## src/rtl/mpa_pkg.sv

```systemverilog
package mpa_pkg;

  localparam int unsigned BYTE_W = 8;

  typedef enum logic [2:0] {
    RX_IDLE,
    RX_START,
    RX_DATA,
    RX_NINTH,
    RX_STOP
  } rx_state_e;

  // two-of-three vote over the mid-bit samples
  function automatic logic vote3(input logic a, input logic b, input logic c);
    return (a & b) | (a & c) | (b & c);
  endfunction

  // masked compare against the node address
  function automatic logic given_hit(input logic [BYTE_W-1:0] rx_b,
                                     input logic [BYTE_W-1:0] addr,
                                     input logic [BYTE_W-1:0] mask);
    return ((rx_b ^ addr) & mask) == '0;
  endfunction

  // broadcast pattern is addr|mask, positions with mask 0 ignored
  function automatic logic bcast_hit(input logic [BYTE_W-1:0] rx_b,
                                     input logic [BYTE_W-1:0] addr,
                                     input logic [BYTE_W-1:0] mask);
    logic [BYTE_W-1:0] pat;
    pat = addr | mask;
    return ((rx_b ^ pat) & mask) == '0;
  endfunction

endpackage

```

## src/rtl/mpa_line_sync.sv

```systemverilog
module mpa_line_sync #(
  parameter int unsigned STAGES = 2
) (
  input  logic clk,
  input  logic rst_n,
  input  logic line_in,
  output logic line_sync
);

  generate
    if (STAGES <= 1) begin : g_single
      logic q;
      always_ff @(posedge clk or negedge rst_n) begin
        if (!rst_n) q <= 1'b1;
        else        q <= line_in;
      end
      assign line_sync = q;
    end else begin : g_chain
      logic [STAGES-1:0] sr;
      always_ff @(posedge clk or negedge rst_n) begin
        if (!rst_n) sr <= '1;
        else        sr <= {sr[STAGES-2:0], line_in};
      end
      assign line_sync = sr[STAGES-1];
    end
  endgenerate

endmodule

```

## src/rtl/mpa_frame_rx.sv

```systemverilog
module mpa_frame_rx
  import mpa_pkg::*;
#(
  parameter int unsigned OSR = 16
) (
  input  logic              clk,
  input  logic              rst_n,
  input  logic              rx_s,
  input  logic              os_tick,
  input  logic              rx_en,
  output logic              frame_done,
  output logic              frame_stop_ok,
  output logic [BYTE_W-1:0] frame_data,
  output logic              frame_b9
);

  localparam int unsigned CW = $clog2(OSR) + 1;
  localparam int unsigned BW = $clog2(BYTE_W);
  localparam logic [CW-1:0] S_MID  = CW'(OSR / 2);
  localparam logic [CW-1:0] S_LO   = CW'(OSR / 2 - 1);
  localparam logic [CW-1:0] S_HI   = CW'(OSR / 2 + 1);
  localparam logic [CW-1:0] S_END  = CW'(OSR);
  localparam logic [BW-1:0] LASTB  = BW'(BYTE_W - 1);

  rx_state_e         state;
  logic [CW-1:0]     cnt;
  logic [CW-1:0]     nxt_cnt;
  logic [BW-1:0]     bitn;
  logic              v_a, v_b;
  logic              bit_dec;
  logic [BYTE_W-1:0] shreg;
  logic              b9_q;
  logic              done_q, stop_q;

  always_comb begin
    nxt_cnt = cnt + 1'b1;
    bit_dec = vote3(v_a, v_b, rx_s);
  end

  always_ff @(posedge clk or negedge rst_n) begin
    if (!rst_n) begin
      state  <= RX_IDLE;
      cnt    <= '0;
      bitn   <= '0;
      v_a    <= 1'b1;
      v_b    <= 1'b1;
      shreg  <= '0;
      b9_q   <= 1'b0;
      done_q <= 1'b0;
      stop_q <= 1'b0;
    end else if (!rx_en) begin
      state  <= RX_IDLE;
      cnt    <= '0;
      done_q <= 1'b0;
    end else begin
      done_q <= 1'b0;
      if (os_tick) begin
        if (state == RX_IDLE) begin
          if (!rx_s) begin
            state <= RX_START;
            cnt   <= CW'(1);
          end
        end else begin
          if (nxt_cnt == S_LO)  v_a <= rx_s;
          if (nxt_cnt == S_MID) v_b <= rx_s;
          if (nxt_cnt == S_END) cnt <= '0;
          else                  cnt <= nxt_cnt;

          if (nxt_cnt == S_HI) begin
            case (state)
              RX_START: if (bit_dec) state <= RX_IDLE;
              RX_DATA:  shreg <= {bit_dec, shreg[BYTE_W-1:1]};
              RX_NINTH: b9_q  <= bit_dec;
              RX_STOP: begin
                done_q <= 1'b1;
                stop_q <= bit_dec;
                state  <= RX_IDLE;
                cnt    <= '0;
              end
              default: state <= RX_IDLE;
            endcase
          end

          if (nxt_cnt == S_END) begin
            case (state)
              RX_START: begin
                state <= RX_DATA;
                bitn  <= '0;
              end
              RX_DATA: begin
                if (bitn == LASTB) state <= RX_NINTH;
                else               bitn  <= bitn + 1'b1;
              end
              RX_NINTH: state <= RX_STOP;
              default:  state <= RX_IDLE;
            endcase
          end
        end
      end
    end
  end

  assign frame_done    = done_q;
  assign frame_stop_ok = stop_q;
  assign frame_data    = shreg;
  assign frame_b9      = b9_q;

  // a disabled receiver is parked in idle
  assert_idle_when_off_R1: assert property (@(posedge clk) disable iff (!rst_n)
    !rx_en |=> (state == RX_IDLE) && !frame_done);

  // the frame-complete strobe is a single cycle
  assert_done_single_R12: assert property (@(posedge clk) disable iff (!rst_n)
    frame_done |=> !frame_done);

  // a high line sampled in idle never starts a frame
  assert_idle_line_stays_R10: assert property (@(posedge clk) disable iff (!rst_n)
    (state == RX_IDLE) && rx_en && os_tick && rx_s |=> (state == RX_IDLE));

endmodule

```

## src/rtl/mpa_accept_filter.sv

```systemverilog
module mpa_accept_filter
  import mpa_pkg::*;
(
  input  logic              clk,
  input  logic              rst_n,
  input  logic              frame_done,
  input  logic              frame_stop_ok,
  input  logic [BYTE_W-1:0] frame_data,
  input  logic              frame_b9,
  input  logic              mp_mode,
  input  logic [BYTE_W-1:0] node_addr,
  input  logic [BYTE_W-1:0] node_mask,
  input  logic              ri_clr,
  output logic [BYTE_W-1:0] buf_byte,
  output logic              buf_b9,
  output logic              ri
);

  logic addr_ok;
  logic accept;

  always_comb begin
    addr_ok = given_hit(frame_data, node_addr, node_mask) |
              bcast_hit(frame_data, node_addr, node_mask);
    accept  = frame_done & frame_stop_ok & ~ri &
              (~mp_mode | (frame_b9 & addr_ok));
  end

  always_ff @(posedge clk or negedge rst_n) begin
    if (!rst_n) begin
      buf_byte <= '0;
      buf_b9   <= 1'b0;
      ri       <= 1'b0;
    end else if (accept) begin
      buf_byte <= frame_data;
      buf_b9   <= frame_b9;
      ri       <= 1'b1;
    end else if (ri_clr) begin
      ri <= 1'b0;
    end
  end

  // the flag only rises right after a completed frame
  assert_rise_after_frame_R2: assert property (@(posedge clk) disable iff (!rst_n)
    $rose(ri) |-> $past(frame_done));

  // in multiprocessor mode a taken frame always carries ninth bit 1
  assert_mp_needs_b9_R3: assert property (@(posedge clk) disable iff (!rst_n)
    $rose(ri) && $past(mp_mode) |-> buf_b9);

  // a full buffer is held until cleared
  assert_hold_when_full_R6: assert property (@(posedge clk) disable iff (!rst_n)
    ri && !ri_clr |=> ri && $stable(buf_byte) && $stable(buf_b9));

  // a clear always drops the flag
  assert_clear_drops_R7: assert property (@(posedge clk) disable iff (!rst_n)
    ri && ri_clr |=> !ri);

endmodule

```

## src/rtl/mpa_uart_rx.sv

```systemverilog
module mpa_uart_rx
  import mpa_pkg::*;
#(
  parameter int unsigned OSR         = 16,
  parameter int unsigned SYNC_STAGES = 2
) (
  input  logic              clk,
  input  logic              rst_n,
  input  logic              rx_in,
  input  logic              os_tick,
  input  logic              rx_en,
  input  logic              mp_mode,
  input  logic [BYTE_W-1:0] node_addr,
  input  logic [BYTE_W-1:0] node_mask,
  input  logic              ri_clr,
  output logic [BYTE_W-1:0] rx_byte,
  output logic              rx_bit9,
  output logic              ri_flag
);

  logic              rx_s;
  logic              fr_done;
  logic              fr_stop_ok;
  logic [BYTE_W-1:0] fr_data;
  logic              fr_b9;

  mpa_line_sync #(.STAGES(SYNC_STAGES)) u_sync (
    .clk       (clk),
    .rst_n     (rst_n),
    .line_in   (rx_in),
    .line_sync (rx_s)
  );

  mpa_frame_rx #(.OSR(OSR)) u_frame (
    .clk           (clk),
    .rst_n         (rst_n),
    .rx_s          (rx_s),
    .os_tick       (os_tick),
    .rx_en         (rx_en),
    .frame_done    (fr_done),
    .frame_stop_ok (fr_stop_ok),
    .frame_data    (fr_data),
    .frame_b9      (fr_b9)
  );

  mpa_accept_filter u_filter (
    .clk           (clk),
    .rst_n         (rst_n),
    .frame_done    (fr_done),
    .frame_stop_ok (fr_stop_ok),
    .frame_data    (fr_data),
    .frame_b9      (fr_b9),
    .mp_mode       (mp_mode),
    .node_addr     (node_addr),
    .node_mask     (node_mask),
    .ri_clr        (ri_clr),
    .buf_byte      (rx_byte),
    .buf_b9        (rx_bit9),
    .ri            (ri_flag)
  );

  // outputs are clear right after reset is released
  assert_reset_clean_R13: assert property (@(posedge clk)
    $rose(rst_n) |-> !ri_flag && (rx_byte == '0) && !rx_bit9);

endmodule

```

## config.mk

```make
export PLATFORM = sky130hd
export DESIGN_NAME = mpa_uart_rx
export DESIGN_NICKNAME = d
export VERILOG_FILES = /design/src/rtl/mpa_pkg.sv /design/src/rtl/mpa_line_sync.sv /design/src/rtl/mpa_frame_rx.sv /design/src/rtl/mpa_accept_filter.sv /design/src/rtl/mpa_uart_rx.sv
export SDC_FILE = /design/constraint.sdc
export NUM_CORES = 1
export LEC_CHECK = 0
export BUFFER_PORTS_ARGS = -buffer_cell sky130_fd_sc_hd__clkbuf_2
export CAP_MARGIN = 20
export CORE_MARGIN = 2
export CORE_UTILIZATION = 40
export DETAILED_ROUTE_END_ITERATION = 16
export GPL_ROUTABILITY_DRIVEN = 0
export PLACE_DENSITY = 0.6
export SLEW_MARGIN = 30
export SYNTH_ARGS = -nofsm -noshare
export SYNTH_HDL_FRONTEND = slang
export SYNTH_HIERARCHICAL = 1
export SYNTH_SLANG_ARGS = --single-unit
```

## constraint.sdc

```tcl
create_clock -name clk -period 3.79 [get_ports clk]
set_input_delay 0.379 -clock clk [delete_from_list [all_inputs] [get_ports clk]]
set_output_delay 0.379 -clock clk [all_outputs]
set_load 0.01 [all_outputs]
```

==> impl_metrics.py <==
metrics = {
    "global_route": {
        "grt_pass1_vias": 1492,
        "grt.overflow.total": 0,
        "grt_pass1_wl_um": 7090,
        "antenna_found_initial": 0,
        "grt_usage_pct": 14.9,
        "grt_max_degree": 37,
    },
    "floorplan": {
        "die-area_mm2": 0.00594,
        "io_pins": 33,
        "rows": 26,
        "die_w_um": 77.1,
        "core_mm2": 0.00514,
        "die-height_um": 77.1,
        "initial_utilization_pct": 41.6,
    },
    "layout": {
        "finalNonFillerCells": 302,
        "drive_gt1_share_pct": 32.8,
        "regArea_um2": 906,
        "diodes": 0,
        "n_fill_cell": 509,
        "multiInputGateArea_mm2": 0.00112,
        "fin_util_pct": 47.6,
        "area_delta_synth_final_pct": 14.5,
        "layout.nets": 260,
    },
    "synthesis": {
        "ys_types": 53,
        "synthTopCellsByArea": "dfrtp_1, mux2_2, mux2_4",
        "syn_nets": 227,
        "syn_inst": 198,
        "synth.top_cell.area_share_pct": 37.5,
        "synth_ff_type": "dfrtp_1",
        "async_reset_ff_share_pct": 100,
        "avgSynthCellArea_um2": 10.8,
        "synth_area_leader_cell": "dfrtp_1",
        "synth_edf_count": 0,
        "ys_seq_area_share_pct": 42.4,
        "syn_area_mm2": 0.00214,
        "yosys_register_bits": 36,
        "synth_warnings": 6,
    },
    "power": {
        "max-vdd-ir-drop_mv": 0.194,
        "power_density_mw_per_mm2": 318,
        "p_int_mw": 0.607,
        "seqPwrFrac_pct": 50.6,
        "total_power_mw": 0.779,
        "p_sw_share_pct": 22.0,
        "p_leak_nw": 1.13,
        "p_clk_share_pct": 42.3,
        "comb_power_share_pct": 7.1,
        "netSwitchingPower_mw": 0.172,
    },
    "outcome": {
        "run_status": "finished, final reports clean",
    },
    "sta": {
        "drv_slew": 0,
        "max_freq_mhz": 453,
        "clock_skew_ps": 5.67,
        "fin_crit_ps": 2210,
        "rsz0062_at_grt": "no",
        "fin_crit_sh_pct": 58.2,
        "slew_headroom_pct": 47.9,
        "setup_ws_ps": 1580,
        "worst-slew-pin-transition_ps": 782,
        "final-hold-violation-count": 0,
        "setup_tns_ps": 0,
        "setup-violations-final": 0,
    },
    "routing": {
        "vias_per_cell": 5.18,
        "drtAntennaViolNets": 0,
        "wl_per_cell_um": 13.6,
        "highest_layer": "met4",
        "totalWireLength_um": 4100,
        "wl_met1_um": 1980,
        "drt_iter0_drc": 74,
        "met3WireLength_um": 215,
        "drcViolationCount": 0,
        "dr.pass1.iters": 4,
        "vias": 1563,
        "wl_met2_um": 1820,
    },
    "placed_design": {
        "port_buffers": 32,
        "dpl_worst_slack_ps": 1580,
        "dp_hpwl_um": 3020,
        "dpl.cell_count": 294,
    },
    "clocking": {
        "cts.sinks": 36,
        "cts_tree": "built",
        "cts_root_buffer": "clkbuf_8",
        "cts_buffer_depth": 2,
        "post_cts_buffers": 0,
        "htree_levels": 2,
        "numCtsBuffers": 5,
        "clk_latency_ps": 290,
        "clk_pin_slew_worst_paths_ps": 70,
        "post_cts_resized": 0,
        "cts_hold_buf": 0,
    },
    "worst_setup_path": {
        "worstSetupEndpointType": "register",
        "critPathMaxFanout": 8,
        "r2r-start": "u_frame/cnt[1]",
        "cp.arrival_ps": 2380,
        "critPathLaunch": "u_frame/cnt[1]",
        "crit_type": "register to register",
        "critPathLaunchType": "register",
        "cp.required_ps": 3960,
    },
    "hold_path": {
        "min_path_type": "input port to asynchronous set/reset pin",
    },
    "flow_run": {
        "maxCapViolations": 0,
    },
}
-- flip-flops by register name, summed over array words and instances, names as in the netlist --
| signal | count |
|---|---|
| u_filter/buf_byte | 8 |
| u_frame/frame_data | 8 |
| u_frame/cnt | 5 |
| u_frame/bitn | 3 |
| u_frame/state | 3 |
| u_sync/g_chain.sr | 2 |
| u_filter/buf_b9 | 1 |
| u_filter/ri | 1 |
| u_frame/frame_b9 | 1 |
| u_frame/frame_done | 1 |
| u_frame/frame_stop_ok | 1 |
| u_frame/v_a | 1 |
| u_frame/v_b | 1 |
-- worst max-delay path, cell delays in order (launching register included) --
cell	delay (ps)
dfrtp_1	440
ha_1	330
nand2_1	130
o31ai_2	350
nand3_4	180
nor2_4	280
mux2_2	360
-- path summary, 6_finish.rpt --
check	slack [ps]	cells past startpoint	to
max	1580	6	u_frame/frame_data[4]
min reg2reg	360	0	u_sync/g_chain.sr[1]
max reg2reg	1580	6	u_frame/frame_data[4]
min	170	1	u_filter/buf_byte[4]
max in group asynchronous	3130	1	u_frame/cnt[4]
min in group clk	170	1	u_sync/g_chain.sr[0]
-- routing by layer --
| layer | global-route usage, % | vias up |
|---|---|---|
| met5 | 0 | - |
| met4 | 6.25 | 0 |
| met3 | 3.76 | 10 |
| met2 | 22.6 | 42 |
| met1 | 20.2 | 740 |
| li1 | - | 771 |
-- area by class of cell --
cell class / count / share of cell area, %
clock inverter: 2 / 1.43
sequential: 36 / 37.0
tap: 70 / 3.58
timing repair buffer: 32 / 6.54
multi-input combinational: 139 / 45.9
clock buffer: 6 / 2.97
inverter: 17 / 2.61
-- placed cells by master, fill, tap and decap left out, types with 6 or more instances in the layout --
master / count
nand2_1: 18
mux2_4: 8
ha_1: 6
o21ai_0: 7
clkbuf_2: 31
mux2_2: 12
dfrtp_1: 32
o22ai_1: 9
nor2_1: 10
inv_1: 17
xnor2_1: 9
-- kinds of logic after synthesis --
kind of cell	after synthesis	synth area share, %
DFF	36	42.4
xor gates and xnor gates	10	4.10
AOI/OAI and AO/OA	40	14.2
muxes	24	13.9
adders and majority gates	7	3.98
and+or+nand+nor	58	16.3
buffers and inverters	23	5.09
-- power by group through the flow --
| stage | registers (mW) | clock network, mW | logic, mW |
|---|---|---|---|
| after global placement | 0.401 | 0 | 0.0564 |
| after detailed placement | 0.401 | 0 | 0.0559 |
| after CTS | 0.394 | 0.340 | 0.0565 |
| final | 0.394 | 0.330 | 0.0554 |
| after floorplan | 0.399 | 0 | 0.0299 |
| after global routing | 0.394 | 0.359 | 0.0631 |
-- cells in the mapped netlist, types with 6 or more instances --
library cell / number
dfrtp_1: 32
o21ai_0: 7
inv_1: 17
ha_1: 6
mux2_4: 8
mux2_2: 12
nand2_1: 18
xnor2_1: 9
nor2_1: 10
o22ai_1: 9
-- per-stage QoR --
stage / hold WS (ps) / instance area (µm²)
after floorplan: 83.4 / 2140
after global placement: 347 / 2340
after detailed placement: 347 / 2340
after CTS: 157 / 2450
after global routing: 155 / 2450
final: 168 / 2450
Note: power is estimated with default switching activity, not from simulation.
